===== config.mk =====
export PLATFORM = sky130hd
export DESIGN_NAME = guarded_mode_reg
export DESIGN_NICKNAME = d
export VERILOG_FILES = /design/src/rtl/gmr_pkg.sv /design/src/rtl/gmr_decode.sv /design/src/rtl/gmr_unlock.sv /design/src/rtl/gmr_mode_store.sv /design/src/rtl/guarded_mode_reg.sv
export SDC_FILE = /design/constraint.sdc
export NUM_CORES = 1
export LEC_CHECK = 0
export BUFFER_PORTS_ARGS = -buffer_cell sky130_fd_sc_hd__buf_2
export CAP_MARGIN = 30
export CORE_AREA = 4 4 41 43
export CTS_CLUSTER_DIAMETER = 30
export CTS_CLUSTER_SIZE = 30
export DETAILED_ROUTE_END_ITERATION = 8
export DIE_AREA = 0 0 45 47
export GPL_ROUTABILITY_DRIVEN = 1
export GPL_TIMING_DRIVEN = 0
export SETUP_SLACK_MARGIN = 0.4
export SYNTH_ARGS = -nofsm -noshare
export SYNTH_HDL_FRONTEND = slang
export SYNTH_SLANG_ARGS = --single-unit

===== constraint.sdc =====
create_clock -name clk -period 1.7 [get_ports clk]
set_input_delay 0.34 -clock clk [delete_from_list [all_inputs] [get_ports clk]]
set_output_delay 0.34 -clock clk [all_outputs]
set_load 0.005 [all_outputs]

===== src/rtl/gmr_pkg.sv =====
// Shared definitions for the guarded mode register.
// Assumes an 8-bit register whose mode and arm-flag positions are fixed.
package gmr_pkg;
    localparam int REG_W    = 8;
    localparam int ARM_BIT  = 6;
    localparam int MODE_BIT = 7;

    typedef enum logic {
        ST_IDLE  = 1'b0,
        ST_ARMED = 1'b1
    } unlock_st_e;

    // Classification of the write seen in the current cycle
    typedef struct packed {
        logic own;            // write that targets this register
        logic foreign_cancel; // write elsewhere by a non-exempt master
    } wr_class_t;
endpackage


===== src/rtl/gmr_decode.sv =====
// Write classifier: compares the address against the register address and
// looks the master tag up in the exempt mask.
// Assumes the mask has one bit per possible tag value.
module gmr_decode
    import gmr_pkg::*;
#(
    parameter int                      ADDR_W      = 16,
    parameter int                      MTAG_W      = 3,
    parameter logic [ADDR_W-1:0]       REG_ADDR    = '0,
    parameter logic [(1<<MTAG_W)-1:0]  EXEMPT_MASK = '0
) (
    input  logic              wr_en,
    input  logic [ADDR_W-1:0] wr_addr,
    input  logic [MTAG_W-1:0] wr_master,
    output wr_class_t         cls
);
    localparam int NUM_MASTERS = 1 << MTAG_W;

    logic [NUM_MASTERS-1:0] exempt_hit;
    logic                   exempt;
    logic                   addr_hit;

    // One comparator per tag value that the mask marks as exempt
    for (genvar m = 0; m < NUM_MASTERS; m++) begin : g_exempt
        if (EXEMPT_MASK[m]) begin : g_on
            assign exempt_hit[m] = (wr_master == MTAG_W'(m));
        end else begin : g_off
            assign exempt_hit[m] = 1'b0;
        end
    end

    // Reduce the per-tag hits and compare the address
    always_comb begin
        exempt             = |exempt_hit;
        addr_hit           = (wr_addr == REG_ADDR);
        cls.own            = wr_en && addr_hit;
        cls.foreign_cancel = wr_en && !addr_hit && !exempt;
    end
endmodule


===== src/rtl/gmr_unlock.sv =====
// Unlock sequencer: tracks whether step one has been seen and flags a
// step-two write. Assumes classified writes from gmr_decode.
module gmr_unlock
    import gmr_pkg::*;
(
    input  logic      clk,
    input  logic      rst_n,
    input  wr_class_t cls,
    input  logic      arm_flag,
    output logic      armed,
    output logic      step_two
);
    unlock_st_e st_q, st_d;

    // Next state: own writes re-arm or disarm, foreign writes cancel
    always_comb begin
        st_d = st_q;
        if (cls.own) begin
            st_d = arm_flag ? ST_ARMED : ST_IDLE;
        end else if (cls.foreign_cancel) begin
            st_d = ST_IDLE;
        end
    end

    // State register with synchronous reset
    always_ff @(posedge clk) begin
        if (!rst_n) st_q <= ST_IDLE;
        else        st_q <= st_d;
    end

    // Step two is an own write with the arm flag clear while armed
    always_comb begin
        armed    = (st_q == ST_ARMED);
        step_two = cls.own && !arm_flag && armed;
    end
endmodule


===== src/rtl/gmr_mode_store.sv =====
// Mode bit storage: loads the new mode on an accepted step two and
// registers a one-cycle update pulse. Assumes step_two lasts one cycle.
module gmr_mode_store (
    input  logic clk,
    input  logic rst_n,
    input  logic step_two,
    input  logic both_ready,
    input  logic new_mode,
    output logic mode_q,
    output logic upd_q
);
    logic accept;

    // A load is accepted only while both controllers request reset
    always_comb accept = step_two && both_ready;

    // Mode bit and update pulse registers
    always_ff @(posedge clk) begin
        if (!rst_n) begin
            mode_q <= 1'b0;
            upd_q  <= 1'b0;
        end else begin
            upd_q <= accept;
            if (accept) mode_q <= new_mode;
        end
    end
endmodule


===== src/rtl/guarded_mode_reg.sv =====
// Guarded bus-sharing mode register: top level.
// Holds one mode bit behind a two-write unlock sequence.
// Assumes single-cycle writes and one address compare for decode.
module guarded_mode_reg
    import gmr_pkg::*;
#(
    parameter int                      ADDR_W      = 16,
    parameter int                      MTAG_W      = 3,
    parameter logic [ADDR_W-1:0]       REG_ADDR    = 16'h0A2C,
    parameter logic [(1<<MTAG_W)-1:0]  EXEMPT_MASK = 8'b0000_1100
) (
    input  logic              clk,
    input  logic              rst_n,
    input  logic              wr_en,
    input  logic [ADDR_W-1:0] wr_addr,
    input  logic [7:0]        wr_data,
    input  logic [MTAG_W-1:0] wr_master,
    input  logic              ctl_a_rst_req,
    input  logic              ctl_b_rst_req,
    output logic [7:0]        rd_data,
    output logic              share_mode,
    output logic              upd_pulse
);
    wr_class_t cls;
    logic      armed_q;
    logic      step_two;
    logic      mode_q;
    logic      upd_q;

    gmr_decode #(
        .ADDR_W      (ADDR_W),
        .MTAG_W      (MTAG_W),
        .REG_ADDR    (REG_ADDR),
        .EXEMPT_MASK (EXEMPT_MASK)
    ) u_decode (
        .wr_en     (wr_en),
        .wr_addr   (wr_addr),
        .wr_master (wr_master),
        .cls       (cls)
    );

    gmr_unlock u_unlock (
        .clk      (clk),
        .rst_n    (rst_n),
        .cls      (cls),
        .arm_flag (wr_data[ARM_BIT]),
        .armed    (armed_q),
        .step_two (step_two)
    );

    gmr_mode_store u_store (
        .clk        (clk),
        .rst_n      (rst_n),
        .step_two   (step_two),
        .both_ready (ctl_a_rst_req && ctl_b_rst_req),
        .new_mode   (wr_data[MODE_BIT]),
        .mode_q     (mode_q),
        .upd_q      (upd_q)
    );

    // Read value: only the mode bit is ever nonzero
    always_comb begin
        rd_data           = '0;
        rd_data[MODE_BIT] = mode_q;
        share_mode        = mode_q;
        upd_pulse         = upd_q;
    end
endmodule


Word-level counts from Yosys, hierarchy flattened
Index checks and enable logic that the tools add are counted.
{"block": "op_classes", "n_reduce_logical": 12, "n_shift": 0, "bitwise": 0, "n_lt_le_gt_ge": 0, "div_mod_pow": 0, "add_sub_neg": 0, "muxes": 3, "mul": 0, "eq_ne": 3}
{"operator": "== test 16 x 12 -> 1 bit, second input constant", "n": 1}
{"operator": "logical AND 1 bit", "n": 7}
{"operator": "== test 3 x 2 -> 1 bit, second input constant", "n": 2}
{"operator": "logical NOT 1 bit", "n": 3}
{"operator": "two-way mux 1 bit", "n": 3}
{"operator": "nonzero test 2 bit", "n": 1}
{"operator": "OR reduction 2 bit", "n": 1}
{"block": "word_totals", "mem_count": 0, "romBits": 0, "ram_bits": 0, "reg_bits": 3, "inputBits": 32, "latch_bits": 0, "out_inout_bits": 10, "elab_cells": 21}

Logic depth before layout (Yosys ltp)
Gate-level depths: netlist of run 1.
{"block": "depth", "word_depth": 6, "depth_mapped": 4}

Hierarchy
Synthesis of run 1 repeated with hierarchy kept, for this count alone.
{"block": "hier_totals", "hier_cells": 30, "hier_area_um2": 267.8}
{"mod": "gmr_decode", "cells_per_inst": 9, "instances": 1, "area_per_inst_um2": 81.3}
{"mod": "guarded_mode_reg", "cells_per_inst": 10, "instances": 1, "area_per_inst_um2": 70.1}
{"mod": "gmr_mode_store", "cells_per_inst": 7, "instances": 1, "area_per_inst_um2": 68.8}
{"mod": "gmr_unlock", "cells_per_inst": 4, "instances": 1, "area_per_inst_um2": 47.5}

Least setup slack after synthesis of run 1
Ideal clock, no wire load.
{"block": "synth_timing", "path_kind": "input-to-reg", "from": "input port wr_addr[12]", "to": "register u_store.mode_q", "arrival_ps": 1379, "path_stages": 4, "setup_time_ps": 70, "path_slack_ps": 251, "path_buffers": 0, "path_cell_list": "nor4_2 > nand4_2 > or4_1 > a21oi_1"}
{"block": "synth_via", "elab_chain_len": 5}
{"element": "start: declaration", "line": "guarded_mode_reg.sv:15", "text": "input logic [ADDR_W-1:0] wr_addr,"}
{"element": "== test 16 x 12 -> 1 bit", "line": "gmr_decode.sv:35", "text": "addr_hit = (wr_addr == REG_ADDR);"}
{"element": "logical AND 1 bit", "line": "gmr_decode.sv:36", "text": "cls.own = wr_en && addr_hit;"}
{"element": "logical AND 1 bit (2 in series)", "line": "gmr_unlock.sv:34", "text": "step_two = cls.own && !arm_flag && armed;"}
{"element": "logical AND 1 bit", "line": "gmr_mode_store.sv:15", "text": "always_comb accept = step_two && both_ready;"}
{"element": "end signal: assignment", "line": "gmr_mode_store.sv:24", "text": "if (accept) mode_q <= new_mode;"}
{"element": "end: declaration", "line": "gmr_mode_store.sv:9", "text": "output logic mode_q,"}
Every way passes these cells.
A chain may end at the register's enable or synchronous reset.

Worst setup path after layout of run 1
{"block": "layout_timing", "from": "input port wr_addr[7]", "to": "register u_store.mode_q"}
The elaborated chain is that of the path after synthesis.

==> results of run 1 <==
==> path summary, 6_finish.rpt <==
| kind | start | slack [ps] | cells after the start | to |
|---|---|---|---|---|
| worst min-delay path | rst_n | 330 | 2 | u_unlock.armed |
| worst max-delay path | wr_addr[7] | 420 | 5 | u_store.mode_q |
| worst max register to register | u_unlock.armed | 620 | 3 | u_store.mode_q |
| worst min register to register | u_store.mode_q | 490 | 2 | u_store.mode_q |
==> power by group through the flow <==
stage	logic, mW	clock network (mW)	registers (mW)
final	0.0575	0.131	0.0707
after floorplan	0.0254	0	0.0719
after global routing	0.0639	0.150	0.0706
after global placement	0.0562	0	0.0719
after CTS	0.0573	0.138	0.0707
after detailed placement	0.0572	0	0.0719
==> metal layers <==
metal,vias up,global-route usage (%),wire (µm)
li1,174,-,-
met5,-,0,0
met1,132,6.122,302
met4,0,7.018,0
met2,23,11.02,325
met3,0,3.448,94
==> repair_timing <==
action | 4_1_cts | 5_1_grt
hold buffers | 0 | 0
setup endpoints to repair | 1 | 2
endpoints found under the hold margin | 0 | 0
setup buffers | 1 | 0
pin swaps | 2 | 0
==> layout make-up <==
class | count | area [µm²] | share of cell area (%)
Clock buffer | 4 | 26.28 | 5.330
Buffer | 8 | 60.06 | 12.18
Multi-Input combinational cell | 22 | 170.2 | 34.52
Tap cell | 15 | 18.77 | 3.807
Timing Repair Buffer | 28 | 142.6 | 28.93
Sequential cell | 3 | 60.06 | 12.18
Inverter | 4 | 15.01 | 3.046
==> kinds of logic (layout without fill, tap and decap cells) <==
group	Yosys count	count (layout)	share of synthesized area [%]
AO/OA/AOI/OAI	5	5	13.21
buffers and inverters	12	44	28.30
flip-flops	3	3	22.64
other	1	7	1.414
AND/OR/NAND/NOR	10	10	34.43
==> stage by stage <==
step	std cells	util, %	setup slack [ps]	cell area (µm²)	power [mW]
floorplan	37	-	272.6	305.3	0.09723
global placement	79	35.29	92.48	459.2	0.1281
detailed placement	79	35.29	69.46	459.2	0.1290
CTS	84	37.88	404.6	493.0	0.2661
global route	84	37.88	384.0	493.0	0.2845
finish	84	37.88	415.6	493.0	0.2591
==> sequential cells by signal, summed over array words and instances, names as in the netlist <==
register,flops
u_unlock.armed,1
u_store.mode_q,1
u_store.upd_q,1
==> worst reg2reg max path, delay by kind of cell, from the launching register on <==
| kind | cells | cell delay (ps) |
|---|---|---|
| compound gates | 1 | 130 |
| flops | 1 | 330 |
| simple gates | 2 | 550 |
==> results_dict.tcl, run 1 <==
set metrics [dict create \
    critical-path-top-delay-family "simple AND/OR/NAND/NOR gates" \
    grt_pass1_wl_um 972 \
    yosysUniqueCellTypes 19 \
    layout_common_cells "27 x buf_2, 9 x buf_4, 7 x conb_1" \
    crit_path_end_kind "flip-flop" \
    grt_antenna_before_repair 0 \
    final-setup-viol-count 0 \
    floorplan.core_area_mm2 0.001301 \
    clkLatencyLatePin_ps 240 \
    slowest_stage "or4_1" \
    synth_top_area_cell "dfxtp_1" \
    dieArea_mm2 0.002115 \
    p_leak_nw 0.2843 \
    synth_ff_type "dfxtp_1" \
    synth-edff-count 0 \
    synth_common_cells "8 x buf_4, 4 x inv_1, 3 x dfxtp_1" \
    cts_buffer_depth 2 \
    synthArstFlopShare_pct 0 \
    antenna_left 0 \
    ys_warn_count 0 \
    diodes 0 \
    slew_violations 0 \
    netlist_area_um2 265.3 \
    report.final.hold_viol_count 0 \
    fin_crit_ps 1284 \
    htreeDepth 1 \
    intPower_mw 0.1948 \
    synthesis.instances 31 \
    cts.root.buffer_cell "clkbuf_4" \
    cts_buffers 3 \
    required_ps 1870 \
    switchingPower_mw 0.06437 \
    wl_um 722 \
    gp_congestion 0.6616 \
    grt_max_degree 6 \
    cts_tree "done" \
    p_seq_share_pct 27.3 \
    post_cts_resized 0 \
    num_vias 329 \
    slowest_delay_ps 480 \
    clkPwrFrac_pct 50.5 \
    drive_gt1_share_pct 62.32 \
    status "completed" \
    yosysSeqAreaShare_pct 22.64 \
    die_x_um 45 \
    cap_violations 0 \
    hold_ws_ps 325.2 \
    dieHeight_um 47 \
    skew_ps 4.823 \
    n_fill_cell 146 \
    peakVddDrop_uv 190.9 \
    crit_fanout 2 \
    yosysMostFrequentCell "buf_4" \
    synth_top_cell_area_share_pct 22.64 \
    power.density_mw_per_mm2 525.7 \
    synth_area_leaders "dfxtp_1 23%, buf_4 23%, inv_1 5.7%" \
    cp-start-kind "primary input" \
    clock-sinks 3 \
    first_iter_violations 4 \
    timing.fmax_ghz 0.7786 \
    rsz0062_at_grt "true" \
    combPwrFrac_pct 22.2 \
    ios 42 \
    worstSetupPathType "primary input to flip-flop" \
    gr-total-overflow 0 \
    hold_path.class "primary input to flip-flop" \
    initial_core_util_pct 20.38 \
    syn_avg_cell_area_um2 8.557 \
    final_common_cell "buf_2" \
    wl_per_cell_um 8.595 \
    finalCritPeriodShare_pct 75.55 \
    path_buf_inv 1 \
    arrival_ps 1460 \
    remaining_drc_errors 0 \
    worstPathCellList "buf_2 -> nor4b_4 -> nand4_2 -> or4_1 -> a21oi_1" \
    grt_pass1_vias 309 \
    row_count 13 \
    drt_pass1_iterations 4 \
    cts.clk_slew.worst_paths_ps 40 \
    portBuffers 27 \
    setup_tns_ps 0 \
    ys_ff_latch 3 \
    final_nets 102 \
    track_usage_pct 6.867 \
    swShare_pct 24.84 \
    area_growth_syn_to_layout_pct 85.85 \
    viasPerCell 3.917 \
]
Note: power is estimated with default switching activity, not from simulation.
==> inputs of run 2 (changes only) <==
==> constraint.sdc (replaced) <==
create_clock -name clk -period 1 [get_ports clk]
set_input_delay 0.2 -clock clk [delete_from_list [all_inputs] [get_ports clk]]
set_output_delay 0.2 -clock clk [all_outputs]
set_load 0.005 [all_outputs]
==> run 2 against run 1 <==
  * The flow now finishes with violations (setup timing)
  * Clock-buffer cell count stayed put
  * Largest power group unchanged
  * Sequential power is 70% higher
  * Worst setup slack worse by 600 ps
  * Sequential share of layout area is 0.84 points lower
  * Power is 70% higher
  * Core utilization is 2.8 points higher
  * Critical endpoint unchanged
==> results_dict.tcl, run 2 (same netlist as run 1, synthesis figures left out) <==
set metrics [dict create \
    status "complete, but fails checks" \
    violations "setup timing" \
    clkLatencyLatePin_ps 230 \
    crit_fanout 2 \
    swShare_pct 22.78 \
    portBuffers 27 \
    wl_per_cell_um 9.381 \
    hold_depth 2 \
    cts_tree "done" \
    floorplan.core_area_mm2 0.001301 \
    die_x_um 45 \
    place_hpwl_um 678.5 \
    slew_violations 0 \
    r2r_start "u_unlock.armed" \
    reg2reg_to "u_store.mode_q" \
    drt_pass1_iterations 2 \
    arrival_ps 1350 \
    remaining_drc_errors 0 \
    clock-sinks 3 \
    hp-start "rst_n" \
    first_iter_violations 1 \
    grt_max_degree 6 \
    htreeDepth 1 \
    power.density_mw_per_mm2 832.4 \
    p_seq_share_pct 27.3 \
    clkPwrFrac_pct 48.2 \
    gr-total-overflow 0 \
    hold_ws_ps 188.2 \
    cts_buffers 3 \
    postLayoutSetupSlackWorst_ps -187.3 \
    viasPerCell 3.762 \
    cp-start-kind "primary input" \
    track_usage_pct 8.366 \
    p_leak_nw 0.2962 \
    peakVddDrop_uv 370.5 \
    wl_met1_um 273 \
    required_ps 1170 \
    row_count 13 \
    wl_um 788 \
    switchingPower_mw 0.1004 \
    routed-wl-met2_um 435 \
    power_mw 0.4405 \
    cts.root.buffer_cell "clkbuf_4" \
    report.final.hold_viol_count 0 \
    gp_congestion 0.5893 \
    crit_path_end_kind "flip-flop" \
    area_growth_syn_to_layout_pct 99.53 \
    final_util_pct 40.67 \
    combPwrFrac_pct 24.5 \
    hold_path.class "primary input to flip-flop" \
    grt_pass1_vias 315 \
    intPower_mw 0.3402 \
    grt_antenna_before_repair 0 \
    ios 42 \
    antenna_left 0 \
    drive_gt1_share_pct 65.22 \
    finalCritPeriodShare_pct 118.7 \
    diodes 0 \
    dieArea_mm2 0.002115 \
    cts_buffer_depth 2 \
    rsz0062_at_grt "true" \
    highest_layer "met3" \
    timing.fmax_ghz 0.8423 \
    cts.clk_slew.worst_paths_ps 40 \
    initial_core_util_pct 20.38 \
    dieHeight_um 47 \
    final-setup-viol-count 2 \
    worstSetupPathType "primary input to flip-flop" \
    r2r_cells 3 \
    cap_violations 0 \
    grt_pass1_wl_mm 1.166 \
    min_to "u_unlock.armed" \
    num_vias 316 \
    dr_wl_met3_um 79 \
    skew_ps 0.2724 \
    fin_crit_ps 1187 \
    final_nets 102 \
    layout_common_cells "23 x buf_2, 8 x buf_4, 7 x conb_1" \
    reg2reg_slack_ps -80 \
    final_common_cell "buf_2" \
]
## run 2: metrics by stage
| stage | std cells | setup TNS (ps) | area [µm²] | worst slack (ps) |
|---|---|---|---|---|
| 3_3_place_gp | 79 | -871.0 | 459.2 | -459.0 |
| 2_1_floorplan | 37 | -404.9 | 305.3 | -287.4 |
| 4_1_cts | 84 | -241.7 | 521.8 | -147.5 |
| 5_1_grt | 84 | -506.4 | 529.3 | -224.0 |
| 6_report | 84 | -303.2 | 529.3 | -187.3 |
| 3_5_place_dp | 79 | -871.7 | 459.2 | -475.6 |
## run 2: what timing repair did
item                                    4_1_cts  5_1_grt
endpoints found under the setup margin        6        6
endpoints found under the hold margin         0        0
buffers inserted                              1        0
pin swaps                                     4        4
hold buffers                                  0        0
resized for setup                             5        2
## run 2: metal layers
| layer | vias to the layer above | track usage, % |
|---|---|---|
| li1 | 172 | - |
| met1 | 132 | 7.483 |
| met2 | 12 | 13.56 |
| met3 | 0 | 7.280 |
| met4 | 0 | 3.509 |
| met5 | - | 0 |
## run 2: how the worst max path moves through the flow
stage,from,to,slack (ps),cells after the start
final,wr_addr[15],u_store.mode_q,-190,5
after global routing,wr_addr[15],u_store.mode_q,-220,5
after global placement,wr_addr[7],u_store.mode_q,-460,5
after detailed placement,wr_addr[7],u_store.mode_q,-480,5
after CTS,wr_addr[7],u_store.mode_q,-150,5
after floorplan,wr_addr[7],u_store.mode_q,-290,4
## run 2: final cells by class
| class | instances | area, µm² |
|---|---|---|
| inverters | 4 | 15.01 |
| flip-flops and latches | 3 | 60.06 |
| well taps | 15 | 18.77 |
| repair buffers | 28 | 171.4 |
| plain buffers | 8 | 60.06 |
| fillers | 136 | 772.0 |
| clock buffers | 4 | 26.28 |
| multi-input cells | 22 | 177.7 |
## run 2: power groups by stage
stage                     clock network, mW  logic, mW  registers, mW
final                                 0.212      0.108          0.120
after CTS                             0.224      0.107          0.120
after global routing                  0.234      0.118          0.120
after detailed placement                  0     0.0972          0.122
after floorplan                           0     0.0431          0.122
after global placement                    0     0.0951          0.122
## run 2: worst max-delay path: stages
cell and delay (ps):
buf_6 90, nor4_4 270, nand4_2 160, or4_4 500, a21oi_2 130
==> inputs of run 3 (changes only) <==
--- a/config.mk
+++ b/config.mk
@@ -5,15 +5,17 @@
 export SDC_FILE = /design/constraint.sdc
 export NUM_CORES = 1
 export LEC_CHECK = 0
+export ABC_AREA = 1
 export BUFFER_PORTS_ARGS = -buffer_cell sky130_fd_sc_hd__buf_2
 export CAP_MARGIN = 30
-export CORE_AREA = 4 4 41 43
+export CORE_MARGIN = 4
+export CORE_UTILIZATION = 29
 export CTS_CLUSTER_DIAMETER = 30
 export CTS_CLUSTER_SIZE = 30
 export DETAILED_ROUTE_END_ITERATION = 8
-export DIE_AREA = 0 0 45 47
 export GPL_ROUTABILITY_DRIVEN = 1
 export GPL_TIMING_DRIVEN = 0
+export PLACE_DENSITY = 0.73
 export SETUP_SLACK_MARGIN = 0.4
 export SYNTH_ARGS = -nofsm -noshare
 export SYNTH_HDL_FRONTEND = slang
==> run 3 against run 2 <==
  * Global-route usage is 2.7 points higher
  * Register-to-register slack better by 230 ps
  * Largest power group unchanged
  * Clock power grew 2%
  * Synthesized cell count rose by 130%
  * The run now ends clean
  * Maximum frequency increased by 23%
  * Clock skew rose by 6.2 ps
  * Critical endpoint is now rd_data[7]
  * Final cell count is 46% higher
  * Combinational power increased by 68%
  * Core utilization grew 22 points
  * Clock-buffer cell count stayed put
  * Non-clock buffer count unchanged
  * Critical path depth fell by 3
==> results_dict.tcl, run 3 <==
set metrics [dict create \
    drt_pass1_iterations 4 \
    gp_congestion 0.7563 \
    rsz0062_at_grt "true" \
    grt_max_degree 5 \
    grt_antenna_before_repair 0 \
    grtUsageMet1_pct 10.12 \
    area_growth_syn_to_layout_pct 92.43 \
    crit_fanout 3 \
    switchingPower_mw 0.1476 \
    track_usage_pct 11.03 \
    yosysSeqAreaShare_pct 15.79 \
    report.final.hold_viol_count 0 \
    diodes 0 \
    hold_path.class "primary input to flip-flop" \
    grt_pass1_wl_mm 1.656 \
    antenna_left 0 \
    final_common_cell "buf_2" \
    clkLatencyLatePin_ps 240 \
    initial_core_util_pct 32.48 \
    floorplan.core_area_mm2 0.001171 \
    crit_path_frequent_cell "buf_6" \
    clock-sinks 3 \
    path_buf_inv 2 \
    cts.clk_slew.worst_paths_ps 40 \
    slowest_stage "dfxtp_2" \
    peakVddDrop_uv 573.5 \
    arrival_ps 760 \
    synth_ff_type "dfxtp_1" \
    final_util_pct 62.50 \
    fin_crit_ps 961.8 \
    wl_per_cell_um 8.488 \
    grt_util_met3_pct 1.626 \
    synth_top_area_cell "dfxtp_1" \
    dieArea_mm2 0.001955 \
    dieHeight_um 44.22 \
    grt_use_met2_pct 22.67 \
    regArea_um2 62.56 \
    remaining_drc_errors 0 \
    cts_hold_buf 0 \
    swShare_pct 28.57 \
    critical-path-top-delay-family "flip-flops" \
    multiInputGateArea_um2 276.5 \
    row_count 12 \
    die_x_um 44.22 \
    synth-edff-count 0 \
    place_hpwl_um 867.3 \
    ys_warn_count 0 \
    yosysUniqueCellTypes 14 \
    synthArstFlopShare_pct 0 \
    p_seq_share_pct 23.3 \
    portBuffers 27 \
    cp-start-kind "flip-flop" \
    combPwrFrac_pct 35.0 \
    synth_top_cell_area_share_pct 15.79 \
    wl_mm 1.044 \
    htreeDepth 1 \
    cts_buffers 3 \
    final-setup-viol-count 0 \
    slew_violations 0 \
    viasPerCell 4.122 \
    power.density_mw_per_mm2 705.9 \
    intPower_mw 0.3691 \
    crit_path_end_kind "output port" \
    fin_area_um2 732.0 \
    timing.fmax_ghz 1.040 \
    top_usage_layer "met2" \
    cts.root.buffer_cell "clkbuf_4" \
    cap_violations 0 \
    skew_ps 6.463 \
    first_iter_violations 6 \
    finalCritPeriodShare_pct 96.18 \
    p_leak_nw 0.3974 \
    worstPathCellList "buf_6 -> buf_6" \
    netlist_area_um2 380.4 \
    worstSetupPathType "flip-flop to output port" \
    syn_avg_cell_area_um2 5.357 \
    synth_common_cells "14 x inv_1, 14 x nand2_1, 12 x nor2_1" \
    place_area_um2 606.8 \
    cts_buffer_depth 2 \
    num_vias 507 \
    gr-total-overflow 0 \
    layout_common_cells "19 x buf_2, 11 x nand2_1, 10 x nor2_1" \
    cts_tree "done" \
    synth_area_leaders "dfxtp_1 16%, buf_4 16%, inv_1 14%" \
    status "completed" \
    synthesis.instances 71 \
    clkPwrFrac_pct 41.7 \
    n_fill_cell 118 \
    required_ps 800 \
    ys_ff_latch 3 \
    ios 42 \
    slowest_delay_ps 320 \
    grt_pass1_vias 489 \
    drive_gt1_share_pct 55.96 \
    final_nets 142 \
    power_mw 0.5167 \
]
==> run 3: cell count changes after synthesis, moves of 2 or more <==
cell and change:
nand2_1 +14, nor2_1 +12, inv_1 +10, nand3_1 +5, nor2_2 +5, inv_2 +2
nand4_1 +2
==> run 3: logic make-up (layout without fill, tap and decap cells) <==
| logic type | after synthesis | count (layout) | synth area share (%) |
|---|---|---|---|
| other | 1 | 7 | 0.9859 |
| buffers and inverters | 24 | 56 | 31.58 |
| DFF | 3 | 3 | 15.79 |
| AOI/OAI and AO/OA | 2 | 2 | 2.629 |
| and+or+nand+nor | 41 | 41 | 49.01 |
==> run 3: final timing paths <==
kind	start	to	slack, ps	cells past startpoint
worst max-delay path	u_store.mode_q	rd_data[7]	40	2
worst min-delay path	rst_n	u_store.mode_q	200	3
worst max register to register	u_unlock.armed	u_store.mode_q	150	4
worst min register to register	u_store.mode_q	u_store.mode_q	490	2
==> run 3: power by group through the flow <==
stage / Sequential [mW] / Combinational, mW / Clock (mW)
4_1_cts: 0.120 / 0.162 / 0.222
3_3_place_gp: 0.122 / 0.140 / 0
2_1_floorplan: 0.122 / 0.0732 / 0
6_report: 0.120 / 0.181 / 0.216
5_1_grt: 0.120 / 0.201 / 0.226
3_5_place_dp: 0.122 / 0.143 / 0
==> run 3: repair_timing <==
action                     CTS  global route
buffers inserted             1             0
gates resized for setup     11            15
gates cloned                 0             0
setup endpoints to repair    6             6
pin swaps                   12            10
==> run 3: cell type report <==
type | count | area share (%)
clock buffers | 4 | 3.590
well taps | 14 | 2.393
flip-flops and latches | 3 | 8.547
inverters | 16 | 11.62
plain buffers | 8 | 8.718
repair buffers | 28 | 27.35
multi-input cells | 50 | 37.78
==> run 3: worst register-to-register path, stage by stage (launching register included) <==
cell     delay, ps
dfxtp_2        310
nor3b_4        210
nand4_1        110
nand2_1         70
nor2_1          30
==> run 3: routing by layer <==
layer,routed length [µm],vias to the layer above,part of all wire [%]
met5,0,-,0
met4,0,0,0
met3,115,0,11
met2,606,20,58
met1,323,214,31
li1,-,273,-
==> run 3: stage by stage <==
step / hold WS (ps) / setup WS [ps] / setup TNS (ps) / std cells
2_1_floorplan: 312.0 / 139.2 / 0 / 77
3_3_place_gp: 449.0 / -88.01 / -104.7 / 118
3_5_place_dp: 448.3 / -101.1 / -127.9 / 118
4_1_cts: 195.0 / 31.05 / 0 / 123
5_1_grt: 232.9 / 23.50 / 0 / 123
6_report: 201.4 / 38.18 / 0 / 123
